==> src/rtl/bcd_frac_pkg.sv <==
package bcd_frac_pkg;

  function automatic logic digit_ok(input logic [3:0] d);
    return d <= 4'd9;
  endfunction

  // {carry, sum} of two BCD digits plus a carry in
  function automatic logic [4:0] digit_add(input logic [3:0] a, input logic [3:0] b,
                                           input logic cin);
    logic [4:0] raw;
    logic [4:0] fixed;
    raw = {1'b0, a} + {1'b0, b} + {4'd0, cin};
    fixed = raw - 5'd10;
    if (raw > 5'd9) return {1'b1, fixed[3:0]};
    return {1'b0, raw[3:0]};
  endfunction

endpackage

==> src/rtl/bcd_word_check.sv <==
module bcd_word_check #(
  parameter int INT_DIGITS  = 3,
  parameter int FRAC_DIGITS = 4,
  parameter int N_MIN       = 400,
  parameter int N_MAX       = 700
) (
  input  logic [4*(INT_DIGITS+FRAC_DIGITS)-1:0] word,
  output logic                                  word_ok
);
  import bcd_frac_pkg::*;
  localparam int DIGITS = INT_DIGITS + FRAC_DIGITS;

  logic [DIGITS-1:0] dig_good;
  int                int_value;
  logic              in_range;

  for (genvar i = 0; i < DIGITS; i++) begin : g_dig
    assign dig_good[i] = digit_ok(word[4*i +: 4]);
  end

  always_comb begin
    int_value = 0;
    for (int k = DIGITS - 1; k >= FRAC_DIGITS; k--)
      int_value = int_value * 10 + int'(word[4*k +: 4]);
  end

  assign in_range = (int_value >= N_MIN) && (int_value <= N_MAX);
  assign word_ok  = (&dig_good) && in_range;
endmodule

==> src/rtl/bcd_adder.sv <==
module bcd_adder #(
  parameter int DIGITS = 4
) (
  input  logic [4*DIGITS-1:0] a,
  input  logic [4*DIGITS-1:0] b,
  output logic [4*DIGITS-1:0] sum,
  output logic                cout
);
  import bcd_frac_pkg::*;

  logic [DIGITS:0] carry;
  assign carry[0] = 1'b0;

  for (genvar i = 0; i < DIGITS; i++) begin : g_stage
    logic [4:0] res;
    assign res            = digit_add(a[4*i +: 4], b[4*i +: 4], carry[i]);
    assign sum[4*i +: 4]  = res[3:0];
    assign carry[i+1]     = res[4];
  end

  assign cout = carry[DIGITS];
endmodule

==> src/rtl/divide_select.sv <==
module divide_select #(
  parameter int INT_DIGITS = 3,
  parameter int DIV_W      = 10
) (
  input  logic [4*INT_DIGITS-1:0] int_bcd,
  input  logic                    bump,
  output logic [DIV_W-1:0]        ratio
);
  int value;

  always_comb begin
    value = 0;
    for (int k = INT_DIGITS - 1; k >= 0; k--)
      value = value * 10 + int'(int_bcd[4*k +: 4]);
    value = value + int'(bump);
    ratio = DIV_W'(value);
  end
endmodule

==> src/rtl/bcd_frac_accum.sv <==
module bcd_frac_accum #(
  parameter int INT_DIGITS  = 3,
  parameter int FRAC_DIGITS = 4,
  parameter int N_MIN       = 400,
  parameter int N_MAX       = 700,
  localparam int INT_W      = 4 * INT_DIGITS,
  localparam int FRAC_W     = 4 * FRAC_DIGITS,
  localparam int WORD_W     = INT_W + FRAC_W,
  localparam int DIV_W      = $clog2(N_MAX + 2)
) (
  input  logic              clk,
  input  logic              rst,
  input  logic              tick,
  input  logic              freq_wr,
  input  logic [WORD_W-1:0] freq_in,
  input  logic              load,
  output logic [DIV_W-1:0]  div_ratio,
  output logic              skip,
  output logic [FRAC_W-1:0] residue,
  output logic              digit_err
);
  logic [WORD_W-1:0] hold_word;
  logic [WORD_W-1:0] act_word;
  logic [FRAC_W-1:0] acc_q;
  logic              skip_q;
  logic [DIV_W-1:0]  div_q;
  logic              err_q;

  // named events for the checker
  logic              word_ok;
  logic              wr_bad;
  logic              load_step;
  logic              run_step;
  logic [FRAC_W-1:0] acc_next;
  logic              acc_cout;
  logic [DIV_W-1:0]  run_ratio;
  logic [DIV_W-1:0]  load_ratio;

  bcd_word_check #(
    .INT_DIGITS(INT_DIGITS), .FRAC_DIGITS(FRAC_DIGITS), .N_MIN(N_MIN), .N_MAX(N_MAX)
  ) u_check (
    .word(freq_in), .word_ok(word_ok)
  );

  bcd_adder #(.DIGITS(FRAC_DIGITS)) u_add (
    .a(acc_q), .b(act_word[FRAC_W-1:0]), .sum(acc_next), .cout(acc_cout)
  );

  divide_select #(.INT_DIGITS(INT_DIGITS), .DIV_W(DIV_W)) u_sel_run (
    .int_bcd(act_word[WORD_W-1:FRAC_W]), .bump(acc_cout), .ratio(run_ratio)
  );

  divide_select #(.INT_DIGITS(INT_DIGITS), .DIV_W(DIV_W)) u_sel_load (
    .int_bcd(hold_word[WORD_W-1:FRAC_W]), .bump(1'b0), .ratio(load_ratio)
  );

  assign wr_bad    = freq_wr && !word_ok;
  assign load_step = tick && load;
  assign run_step  = tick && !load;

  always_ff @(posedge clk) begin
    if (rst) begin
      hold_word <= '0;
      act_word  <= '0;
      acc_q     <= '0;
      skip_q    <= 1'b0;
      div_q     <= '0;
      err_q     <= 1'b0;
    end else begin
      if (freq_wr) begin
        err_q <= !word_ok;
        if (word_ok) hold_word <= freq_in;
      end
      if (load_step) begin
        act_word <= hold_word;
        acc_q    <= '0;
        skip_q   <= 1'b0;
        div_q    <= load_ratio;
      end else if (run_step) begin
        acc_q    <= acc_next;
        skip_q   <= acc_cout;
        div_q    <= run_ratio;
      end
    end
  end

  assign residue   = acc_q;
  assign skip      = skip_q;
  assign div_ratio = div_q;
  assign digit_err = err_q;
endmodule

==> config.mk <==
export PLATFORM = sky130hd
export DESIGN_NAME = bcd_frac_accum
export DESIGN_NICKNAME = d
export VERILOG_FILES = /design/src/rtl/bcd_frac_pkg.sv /design/src/rtl/bcd_word_check.sv /design/src/rtl/bcd_adder.sv /design/src/rtl/divide_select.sv /design/src/rtl/bcd_frac_accum.sv
export SDC_FILE = /design/constraint.sdc
export NUM_CORES = 1
export LEC_CHECK = 0
export BUFFER_PORTS_ARGS = -buffer_cell sky130_fd_sc_hd__buf_2
export CAP_MARGIN = 20
export CELL_PAD_IN_SITES_DETAIL_PLACEMENT = 0
export CELL_PAD_IN_SITES_GLOBAL_PLACEMENT = 1
export CORE_AREA = 5 5 136 138
export DETAILED_ROUTE_END_ITERATION = 10
export DIE_AREA = 0 0 141 143
export PLACE_DENSITY_LB_ADDON = 0.1
export SLEW_MARGIN = 5
export SYNTH_ARGS = -nofsm -noshare
export SYNTH_HDL_FRONTEND = slang
export SYNTH_SLANG_ARGS = --single-unit
==> constraint.sdc <==
create_clock -name clk -period 9.02 [get_ports clk]
set_input_delay 2.255 -clock clk [delete_from_list [all_inputs] [get_ports clk]]
set_output_delay 2.255 -clock clk [all_outputs]
set_load 0.01 [all_outputs]
==> reports/metrics.yaml, run 1 <==
synthesis:
  ys.flop_type: "dfxtp_1"
  synth_cell_types: 65
  avgSynthCellArea_um2: 8.58
  synth_seq_cells: 84
  synth_nets: 916
  ys_warn_count: 0
  synth_area_um2: 6660
  synth-edff-count: 0
  synth-seq-area-share_pct: 25.2
  synth.area.top_cells: "dfxtp_1, ha_1, a21oi_1"
  netlist.area_leader.share_pct: 25.2
  synth_top_cell_by_area: "dfxtp_1"
  syn-instance-count: 776
  synthArstFlopShare_pct: 0
min_path:
  hp-class: "register to register"
  min_from: "div_ratio[8]$_SDFFE_PP0P_"
  min_to: "div_ratio[8]$_SDFFE_PP0P_"
  holdPathStages: 2
timing:
  slew_viol_final: 0
  finalWorstSetupSlack_ns: 0.637
  relSlewSlack_pct: 30.3
  worstMarginPinSlew_ns: 1.05
  finalCritPeriodShare_pct: 92.9
  worst_hold_slack_ns: 0.450
  setup_tns_ns: 0
  min_period_ns: 8.38
  setup_viol: 0
  finalHoldViolCount: 0
  max_freq_mhz: 119
  skew_ns: 0.0101
clock_tree:
  clockBufferDepth: 2
  hold_buffers: 0
  root_buffer: "clkbuf_16"
  clk_latency_ns: 0.35
  clk_pin_slew_ns: 0.07
  cts_tree: "built"
  cts.sinks: 84
  cts_max_level: 3
  cts_made_buffers: 9
floorplan:
  ios: 61
  start_util_pct: 39.0
  core_area_um2: 17100
  core.rowCount: 48
  dieArea_um2: 20200
  die_x_um: 141
  die-height_um: 143
setup_path:
  reg2reg_from: "residue[0]$_SDFFE_PP0P_"
  slowest_delay_ns: 0.46
  cp.arrival_ns: 8.65
  end_kind: "register"
  r2r_slack_ns: 0.64
  reg2reg_to: "div_ratio[6]$_SDFFE_PP0P_"
  worst_path_most_repeated_cell: "fa_1"
  path_class: "register to register"
  crit_required_ns: 9.29
  cp_max_fo: 4
  critPathLaunchType: "register"
  rr_worst_depth: 42
  crit_slowest_cell: "fa_1"
final_layout:
  diodes: 0
  fin_area_um2: 7540
  layout-drive-gt1-share_pct: 14.4
  n_fill_cell: 1736
  syn_to_final_growth_pct: 13.2
  fin_nets: 961
  regArea_um2: 1680
  multi_input_area_um2: 4740
placement:
  placedInstanceArea_um2: 7180
  numPortBuffers: 60
  dp_hpwl_mm: 13.0
  place_ws_ns: -0.0540
  routabilityCongestion: 0.841
run:
  maxCapViolations: 0
global_routing:
  grt_antenna_before_repair: 0
  gr-usage-all-layers_pct: 17.0
  grt_first_pass_wirelength_mm: 28.0
  grt.overflow.total: 0
  grt_max_degree: 77
  grt_pass1_vias: 5726
power:
  seqPwrFrac_pct: 31.3
  powerDensity_nw_per_um2: 162
  p_switching_mw: 0.478
  p_int_mw: 0.746
  leakagePower_nw: 3.27
  clock_power_share_pct: 30.2
  p_comb_share_pct: 38.5
  vdd_drop_max_uv: 121
  sw_frac_of_total_pct: 39.1
drt:
  vias: 5631
  ant_nets: 0
  drc_errors: 0
  routed_wl_mm: 16.7
  dr.pass1.iters: 4
  met3WireLength_um: 574
  avgViaCountPerCell: 5.36
  met2_length_mm: 7.27
  drt_iter0_drc: 234
  post_drt_wl_per_cell_um: 15.9
  highest_layer: "met4"
  wl_met1_mm: 8.51
run_status:
  outcome: "finished, final reports clean"
[registers in the layout (all words and copies together), names as in the netlist]
register   flops
residue       16
skip           1
act_word      28
div_ratio     10
hold_word     28
digit_err      1
[per-stage QoR]
step,power (mW),std cells,util [%]
final,1.22,1050,44.2
after CTS,1.23,1046,43.7
after detailed placement,0.858,1031,42.1
after global placement,0.851,1030,42.0
after global routing,1.30,1050,44.2
after floorplan,0.758,776,-
[critical path, delay by kind of cell (launching register included)]
family / cells / cell delay, ns
adder cells (fa/ha/maj): 14 / 4.04
AO/OA/AOI/OAI: 12 / 2.09
XOR/XNOR: 4 / 0.83
buffers and inverters: 7 / 0.52
AND/OR/NAND/NOR: 5 / 0.44
flip-flops: 1 / 0.36
[synthesized netlist by cell type, types with 5 or more instances]
library cell,n
a211oi_1,8
a21o_1,20
a21oi_1,92
a22oi_1,8
buf_1,5
buf_2,7
clkbuf_1,21
dfxtp_1,84
fa_1,19
ha_1,88
inv_1,40
mux2i_1,13
nand2_1,87
nand2b_1,9
nand4_1,31
nor2_1,42
nor2b_1,8
nor3_1,14
o21ai_0,24
o31ai_1,22
o31ai_2,9
xnor2_1,40
xor2_1,15
[power groups by stage]
stage                     registers, mW  clock network (mW)  logic (mW)
after global routing              0.384               0.392       0.521
after global placement            0.391                   0       0.460
after detailed placement          0.391                   0       0.467
after floorplan                   0.392                   0       0.366
after CTS                         0.383               0.377       0.469
final                             0.383               0.370       0.471
[logic make-up (layout without fill, tap and decap cells)]
logic type,after synthesis,count (layout),share of synthesized area [%]
and+or+nand+nor,218,218,16.2
AOI/OAI and AO/OA,216,216,21.3
adders and majority gates,108,108,22.4
DFF,84,84,25.2
buffers and inverters,79,128,5.00
xor gates and xnor gates,56,56,7.57
muxes,15,15,2.29
[final cells by class]
type                            instances  area share [%]
Timing Repair Buffer                   73            5.42
Sequential cell                        84            22.3
Clock inverter                          5           0.713
Multi-Input combinational cell        613            62.8
Inverter                               40            1.99
Tap cell                              225            3.73
Clock buffer                           10            3.04
[layer usage]
metal,vias up,track usage [%]
met5,-,0
met4,0,5.66
met3,24,2.41
met2,84,26.9
met1,2639,23.8
li1,2884,-
[worst max path at each step]
stage	startpoint	endpoint	slack, ns	cells past startpoint
6_report	residue[0]$_SDFFE_PP0P_	div_ratio[6]$_SDFFE_PP0P_	0.64	42
3_5_place_dp	residue[0]$_SDFFE_PP0P_	div_ratio[9]$_SDFFE_PP0P_	-0.05	39
4_1_cts	residue[0]$_SDFFE_PP0P_	div_ratio[9]$_SDFFE_PP0P_	0.04	39
5_1_grt	residue[0]$_SDFFE_PP0P_	div_ratio[6]$_SDFFE_PP0P_	-0.03	42
3_3_place_gp	residue[0]$_SDFFE_PP0P_	div_ratio[9]$_SDFFE_PP0P_	0.36	39
2_1_floorplan	residue[0]$_SDFFE_PP0P_	div_ratio[9]$_SDFFE_PP0P_	0.15	39
[placed cells by master (no fill, tap or decap), drive strengths merged, types with 4 or more instances in the layout]
master | netlist | routed
nor3 | 14 | 14
buf | 17 | 73
fa | 19 | 19
xor2 | 15 | 15
xnor2 | 40 | 40
a21o | 20 | 20
clkinv | 0 | 4
nor3b | 5 | 5
a22oi | 8 | 8
ha | 88 | 88
nand4 | 31 | 31
nand2 | 87 | 87
nor2 | 42 | 42
inv | 40 | 40
a21oi | 93 | 93
nor2b | 9 | 9
a211oi | 9 | 9
nand2b | 9 | 9
o31ai | 31 | 31
mux2i | 13 | 13
dfxtp | 84 | 84
o21ai | 24 | 24
clkbuf | 22 | 10
[timing repair]
item / 4_1_cts / 5_1_grt
pin swaps: 0 / 6
endpoints found under the setup margin: 1 / 8
cloned: 0 / 0
gates resized for setup: 1 / 7
buffers inserted: 0 / 3
(Power assumes the default switching activity.)
==> run 2: changes to the inputs <==
--- a/config.mk
+++ b/config.mk
@@ -9,9 +9,9 @@
 export CAP_MARGIN = 20
 export CELL_PAD_IN_SITES_DETAIL_PLACEMENT = 0
 export CELL_PAD_IN_SITES_GLOBAL_PLACEMENT = 1
-export CORE_AREA = 5 5 136 138
+export CORE_AREA = 5 5 132 134
 export DETAILED_ROUTE_END_ITERATION = 10
-export DIE_AREA = 0 0 141 143
+export DIE_AREA = 0 0 137 139
 export PLACE_DENSITY_LB_ADDON = 0.1
 export SLEW_MARGIN = 5
 export SYNTH_ARGS = -nofsm -noshare
==> run 2 against run 1 <==
Compared with the run above: final cell count unchanged; combinational power decreased by 1%; highest routed layer unchanged; largest cell class unchanged; first-iteration DRC count increased by 3.8%; global-route usage increased by 0.77 points; register-to-register slack got worse by 0.15 ns; clock power increased by 4%; largest power group unchanged; sequential power about the same; die area decreased by 5.6%; cell area increased by 0.93%; hold slack improved by 0.0035 ns; sequential share of layout area decreased by 0.21 points.
==> reports/metrics.yaml, run 2 (synthesis gave the netlist of run 1 again) <==
final_layout:
  layout-drive-gt1-share_pct: 15.8  # +1.4 points
  finalNonFillerCells: 1050  # unchanged
  n_fill_cell: 1597  # -8.0%
  final_common_cell: "a21oi_1"
  diodes: 0  # unchanged
  final_cell_mix: "a21oi_1, nand2_1, ha_1"
  syn_to_final_growth_pct: 14.3
  fin_nets: 965  # +0.42%
clock_tree:
  clk_latency_ns: 0.35  # about the same
  cts_max_level: 3  # unchanged
  hold_buffers: 0  # unchanged
  clockBufferDepth: 2  # unchanged
  cts_made_buffers: 9  # unchanged
  root_buffer: "clkbuf_16"
  cts.sinks: 84  # unchanged
  clk_pin_slew_ns: 0.07  # about the same
  cts_tree: "built"
drt:
  routed_wl_mm: 16.5  # -0.99%
  ant_nets: 0  # unchanged
  post_drt_wl_per_cell_um: 15.7  # -0.99%
  avgViaCountPerCell: 5.36  # -0.12%
  drt_iter0_drc: 243  # +3.8%
  dr.pass1.iters: 4  # unchanged
  vias: 5624  # -0.12%
  drc_errors: 0  # unchanged
global_routing:
  grt_pass1_vias: 5573  # -2.7%
  grt_max_degree: 77  # unchanged
  grt.overflow.total: 0  # unchanged
  grt_antenna_before_repair: 0  # unchanged
  grt_first_pass_wirelength_mm: 27.5  # -1.8%
  gr-usage-all-layers_pct: 17.7  # +0.77 points
setup_path:
  cp.arrival_ns: 8.81  # +0.16 ns
  crit_start: "residue[0]$_SDFFE_PP0P_"
  rr_worst_depth: 43  # +2.4%
  end_kind: "register"
  cp_max_fo: 4  # unchanged
  reg2reg_to: "div_ratio[6]$_SDFFE_PP0P_"
  slowest_delay_ns: 0.47  # about the same
  critPathLaunchType: "register"
  r2r_slack_ns: 0.49  # -0.15 ns
  reg2reg_from: "residue[0]$_SDFFE_PP0P_"
  path_class: "register to register"
  endpoint: "div_ratio[6]$_SDFFE_PP0P_"
  crit_slowest_cell: "fa_1"
  crit_required_ns: 9.30  # about the same
timing:
  worst_hold_slack_ns: 0.453  # +0.00354 ns
  rsz0062_at_grt: "true"
  finalHoldViolCount: 0  # unchanged
  setup_viol: 0  # unchanged
  relSlewSlack_pct: 28.0  # -2.4 points
  slew_viol_final: 0  # unchanged
  worstMarginPinSlew_ns: 1.08  # +0.0353 ns
  finalCritPeriodShare_pct: 94.6  # +1.6 points
  skew_ns: 0.00683  # -0.00324 ns
  setup_tns_ns: 0  # unchanged
  min_period_ns: 8.53  # +0.147 ns
  max_freq_mhz: 117  # -1.7%
placement:
  dp_hpwl_mm: 12.8  # -1.5%
  numPortBuffers: 60  # unchanged
  routabilityCongestion: 0.820  # -2.5%
  dp.cells: 1026  # -0.48%
floorplan:
  die_x_um: 137  # -2.8%
  core.rowCount: 47  # -2.1%
  core_area_um2: 16200  # -5.2%
  die-height_um: 139  # -2.8%
  start_util_pct: 41.2  # +2.1 points
  ios: 61  # unchanged
  dieArea_um2: 19000  # -5.6%
power:
  vdd_drop_max_uv: 150  # +24%
  powerDensity_nw_per_um2: 162  # -0.29%
  leakagePower_nw: 3.30  # +0.79%
run:
  maxCapViolations: 0  # unchanged
min_path:
  hp-class: "register to register"
run_status:
  outcome: "finished, final reports clean"
## run 2: metal layers
metal	wire length [µm]	part of all wire [%]	global-route usage, %
met2	7080	43	26.9
met1	8440	51	25.6
met4	278	1.7	5.62
met5	0	0	0
met3	706	4.3	2.98
## run 2: worst max-delay path, delay by kind of cell, from the launching register on
family	cells	cell delay [ns]
buffers and inverters	7	0.54
adder cells (fa/ha/maj)	14	4.13
AO/OA/AOI/OAI	12	2.13
XOR/XNOR	4	0.77
flip-flops	1	0.35
AND/OR/NAND/NOR	6	0.53
## run 2: area by class of cell
type	count	area, µm²	area share [%]
Sequential cell	84	1680	22.1
Inverter	40	150	1.97
Clock inverter	7	75.1	0.986
Clock buffer	9	225	2.96
Timing Repair Buffer	77	439	5.77
Multi-Input combinational cell	613	4770	62.6
Tap cell	220	275	3.62
## run 2: where the power goes
part | internal [mW] | total (mW) | switching [mW]
clock | 0.217 | 0.383 | 0.167
combinational | 0.157 | 0.466 | 0.309
sequential | 0.378 | 0.383 | 0.00530
total | 0.751 | 1.23 | 0.481
## run 2: worst min-delay path by stage
stage,depth (start not counted),to,from
2_1_floorplan,2,act_word[12]$_SDFFE_PP0P_,hold_word[12]$_SDFFE_PP0P_
3_3_place_gp,2,act_word[12]$_SDFFE_PP0P_,act_word[12]$_SDFFE_PP0P_
3_5_place_dp,2,act_word[12]$_SDFFE_PP0P_,act_word[12]$_SDFFE_PP0P_
4_1_cts,2,act_word[12]$_SDFFE_PP0P_,act_word[12]$_SDFFE_PP0P_
5_1_grt,2,act_word[12]$_SDFFE_PP0P_,act_word[12]$_SDFFE_PP0P_
6_report,2,act_word[14]$_SDFFE_PP0P_,hold_word[14]$_SDFFE_PP0P_
## run 2: stage by stage
| step | total power, mW | setup slack, ns | area [µm²] | utilization, % |
|---|---|---|---|---|
| 5_1_grt | 1.31 | -0.0198 | 7610 | 47.1 |
| 6_report | 1.23 | 0.490 | 7610 | 47.1 |
| 4_1_cts | 1.24 | 0.00951 | 7480 | 46.3 |
| 3_5_place_dp | 0.856 | -0.128 | 7170 | 44.3 |
| 2_1_floorplan | 0.758 | 0.154 | 6680 | - |
| 3_3_place_gp | 0.846 | 0.346 | 7160 | 44.3 |
## run 2: timing repair
action | 4_1_cts | 5_1_grt
setup endpoints to repair | 1 | 9
buffers inserted | 0 | 7
gates cloned | 0 | 0
resized for setup | 2 | 14
pin swaps | 0 | 7
==> run 3: changes to the inputs <==
--- a/config.mk
+++ b/config.mk
@@ -5,14 +5,16 @@
 export SDC_FILE = /design/constraint.sdc
 export NUM_CORES = 1
 export LEC_CHECK = 0
+export ABC_AREA = 1
 export BUFFER_PORTS_ARGS = -buffer_cell sky130_fd_sc_hd__buf_2
-export CAP_MARGIN = 20
+export CAP_MARGIN = 5
 export CELL_PAD_IN_SITES_DETAIL_PLACEMENT = 0
 export CELL_PAD_IN_SITES_GLOBAL_PLACEMENT = 1
-export CORE_AREA = 5 5 132 134
+export CORE_AREA = 5 5 135 137
 export DETAILED_ROUTE_END_ITERATION = 10
-export DIE_AREA = 0 0 137 139
+export DIE_AREA = 0 0 140 142
 export PLACE_DENSITY_LB_ADDON = 0.1
+export SKIP_LAST_GASP = 1
 export SLEW_MARGIN = 5
 export SYNTH_ARGS = -nofsm -noshare
 export SYNTH_HDL_FRONTEND = slang
==> run 3 against run 2 <==
Compared with the run above: hold slack improved by 0.0068 ns; register-to-register slack improved by 0.25 ns; flip-flop and latch count did not move; die area rose by 4.4%; largest cell class unchanged.
==> reports/metrics.yaml, run 3 <==
run_status:
  outcome: "finished, final reports clean"
setup_path:
  crit_slowest_cell: "fa_1"
  crit_required_ns: 9.27  # -0.03 ns
  reg2reg_from: "residue[0]$_SDFFE_PP0P_"
  end_kind: "register"
  slowest_delay_ns: 0.45  # -0.02 ns
  cp_max_fo: 5  # +1
  worst_path_most_repeated_cell: "inv_1"
  path_class: "register to register"
  critPathLaunchType: "register"
  cp.arrival_ns: 8.52  # -0.29 ns
  crit_start: "residue[0]$_SDFFE_PP0P_"
power:
  p_total_mw: 1.25  # +1.1%
  powerDensity_nw_per_um2: 168  # +3.5%
  vdd_drop_max_uv: 84.7  # -44%
  leakagePower_nw: 4.09  # +24%
timing:
  min_period_ns: 8.28  # -0.254 ns
  slew_viol_final: 0  # unchanged
  setup_tns_ns: 0  # unchanged
  setup_viol: 0  # unchanged
  skew_ns: 0.0133  # +0.00645 ns
  max_freq_mhz: 121  # +3.1%
  finalCritPeriodShare_pct: 91.8  # -2.8 points
  relSlewSlack_pct: 49.4  # +21 points
  finalHoldViolCount: 0  # unchanged
  worstMarginPinSlew_ns: 0.757  # -0.323 ns
floorplan:
  start_util_pct: 39.0  # -2.2 points
  die_x_um: 140  # +2.2%
  die-height_um: 142  # +2.2%
  dieArea_um2: 19900  # +4.4%
  core_area_um2: 16900  # +4.7%
  ios: 61  # unchanged
  core.rowCount: 48  # +2.1%
synthesis:
  ys_warn_count: 0  # unchanged
  synthArstFlopShare_pct: 0  # unchanged
  synth_top_family_by_area: "simple AND/OR/NAND/NOR gates"
  synth-edff-count: 0  # unchanged
  synth_compound_area_share_pct: 13.5  # -7.8 points
  synth_mux_area_share_pct: 0  # -2.3 points
  synth_xor_area_share_pct: 4.77  # -2.8 points
  syn-instance-count: 946  # +22%
  avgSynthCellArea_um2: 6.98  # -19%
  synth_area_um2: 6600  # -0.85%
  synth_cell_types: 32  # -51%
  synthAdderAreaFrac_pct: 22.4  # +0.039 points
  synth.area.top_cells: "dfxtp_1, ha_1, nand2_1"
  synth-seq-area-share_pct: 25.5  # +0.22 points
  synth_nets: 1086  # +19%
  synthTopCellsByCount: "nand2_1, inv_1, nor2_1"
  synth_top_cell_by_area: "dfxtp_1"
  synth_simple_gate_area_share_pct: 24.1  # +7.9 points
  synth_seq_cells: 84  # unchanged
  synth_most_common_cell: "nand2_1"
  ys.flop_type: "dfxtp_1"
  netlist.area_leader.share_pct: 25.5  # +0.22 points
min_path:
  hp-class: "register to register"
  min_from: "hold_word[10]$_SDFFE_PP0P_"
global_routing:
  grt_first_pass_wirelength_mm: 26.8  # -2.7%
  grt_antenna_before_repair: 0  # unchanged
  busiest_layer: "met2"
  grt.overflow.total: 0  # unchanged
  grtUsageMet2_pct: 25.5  # -1.4 points
  grt_use_met3_pct: 2.22  # -0.76 points
  grt_pass1_vias: 5559  # -0.25%
  gr-usage-all-layers_pct: 16.3  # -1.4 points
  use_met1_pct: 23.3  # -2.2 points
  grt_max_degree: 64  # -17%
final_layout:
  fin_area_um2: 7430  # -2.4%
  syn_to_final_growth_pct: 12.5
  final_common_cell: "nand2_1"
  final_cell_mix: "nand2_1, inv_1, nor2_1"
  fin_nets: 1138  # +18%
  layout-drive-gt1-share_pct: 9.87  # -5.9 points
  diodes: 0  # unchanged
  post-route-util_pct: 43.9  # -3.2 points
  n_fill_cell: 1833  # +15%
clock_tree:
  cts_tree: "built"
  clockBufferDepth: 2  # unchanged
  hold_buffers: 0  # unchanged
  cts_max_level: 3  # unchanged
  root_buffer: "clkbuf_16"
  cts_made_buffers: 9  # unchanged
  cts.sinks: 84  # unchanged
  clk_pin_slew_ns: 0.07  # about the same
  clk_latency_ns: 0.35  # about the same
drt:
  avgViaCountPerCell: 4.75  # -11%
  drc_errors: 0  # unchanged
  routed_wl_mm: 15.8  # -4.0%
  post_drt_wl_per_cell_um: 12.9  # -18%
  ant_nets: 0  # unchanged
  dr.pass1.iters: 5  # +1
  drt_iter0_drc: 243  # unchanged
  vias: 5839  # +3.8%
placement:
  routabilityCongestion: 0.782  # -4.7%
  placedInstanceArea_um2: 7110  # -0.85%
  numPortBuffers: 60  # unchanged
  dp_hpwl_mm: 12.4  # -3.2%
run:
  maxCapViolations: 0  # unchanged
run 3: changes by cell type after synthesis, moves of 12 or more:
| cell | previous run | this run |
|---|---|---|
| nand2_1 | 87 | 211 |
| inv_1 | 40 | 135 |
| nand3_1 | 3 | 64 |
| nor2_1 | 42 | 95 |
| o21ai_0 | 24 | 69 |
| nand4_1 | 31 | 6 |
| xnor2_1 | 40 | 16 |
| o31ai_1 | 22 | 0 |
| a21oi_1 | 92 | 72 |
| a21o_1 | 20 | 6 |
| mux2i_1 | 13 | 0 |
| nor3_1 | 14 | 2 |
run 3: cell families after synthesis:
kind of cell / after synthesis
buf+inv: 164
xor+xnor: 36
fa+ha+maj: 107
compound gates: 166
simple gates: 389
flops: 84
run 3: report_power, final:
part	total [mW]	switching [mW]	leakage (nW)	internal (mW)
Sequential	0.407	0.0157	0.686	0.392
Combinational	0.474	0.297	3.27	0.177
Clock	0.364	0.171	0.136	0.193
run 3: worst max-delay path: cells and delay by family, from the launching register on:
kind	cells	cell delay (ns)
compound gates	7	0.69
xor+xnor	1	0.18
fa+ha+maj	14	4.12
buf+inv	17	1.40
flops	1	0.35
simple gates	15	1.46
run 3: what timing repair did:
| item | 4_1_cts | 5_1_grt |
|---|---|---|
| endpoints found under the setup margin | 0 | 2 |
| gates resized for setup | 0 | 10 |
| setup buffers | 0 | 0 |
| hold endpoints to repair | 0 | 0 |
run 3: cell type report:
class,instances,area [µm²],area share (%)
inverters,139,522,7.02
clock inverters,7,66.3,0.892
well taps,225,282,3.79
repair buffers,66,345,4.65
flip-flops and latches,84,1680,22.6
clock buffers,9,225,3.03
multi-input cells,698,4310,58.0
run 3: per-stage QoR:
step / setup WS, ns / hold slack [ns] / instances
global placement: 0.677 / 0.441 / 1212
finish: 0.744 / 0.460 / 1228
global route: -0.00502 / 0.492 / 1228
CTS: 0.542 / 0.462 / 1228
detailed placement: 0.553 / 0.448 / 1212
floorplan: 1.00 / 0.430 / 946
run 3: worst paths after layout:
path              depth (start not counted)  slack [ns]                   endpoint
hold reg to reg                           2        0.46  act_word[10]$_SDFFE_PP0P_
setup reg to reg                         54        0.74  div_ratio[8]$_SDFFE_PP0P_
setup / recovery                         54        0.74  div_ratio[8]$_SDFFE_PP0P_
hold / removal                            2        0.46  act_word[10]$_SDFFE_PP0P_
run 3: layer usage:
layer	vias up	routed length (µm)
li1	3168	-
met1	2551	8230
met2	99	6810
met3	21	508
met4	0	297
met5	-	0
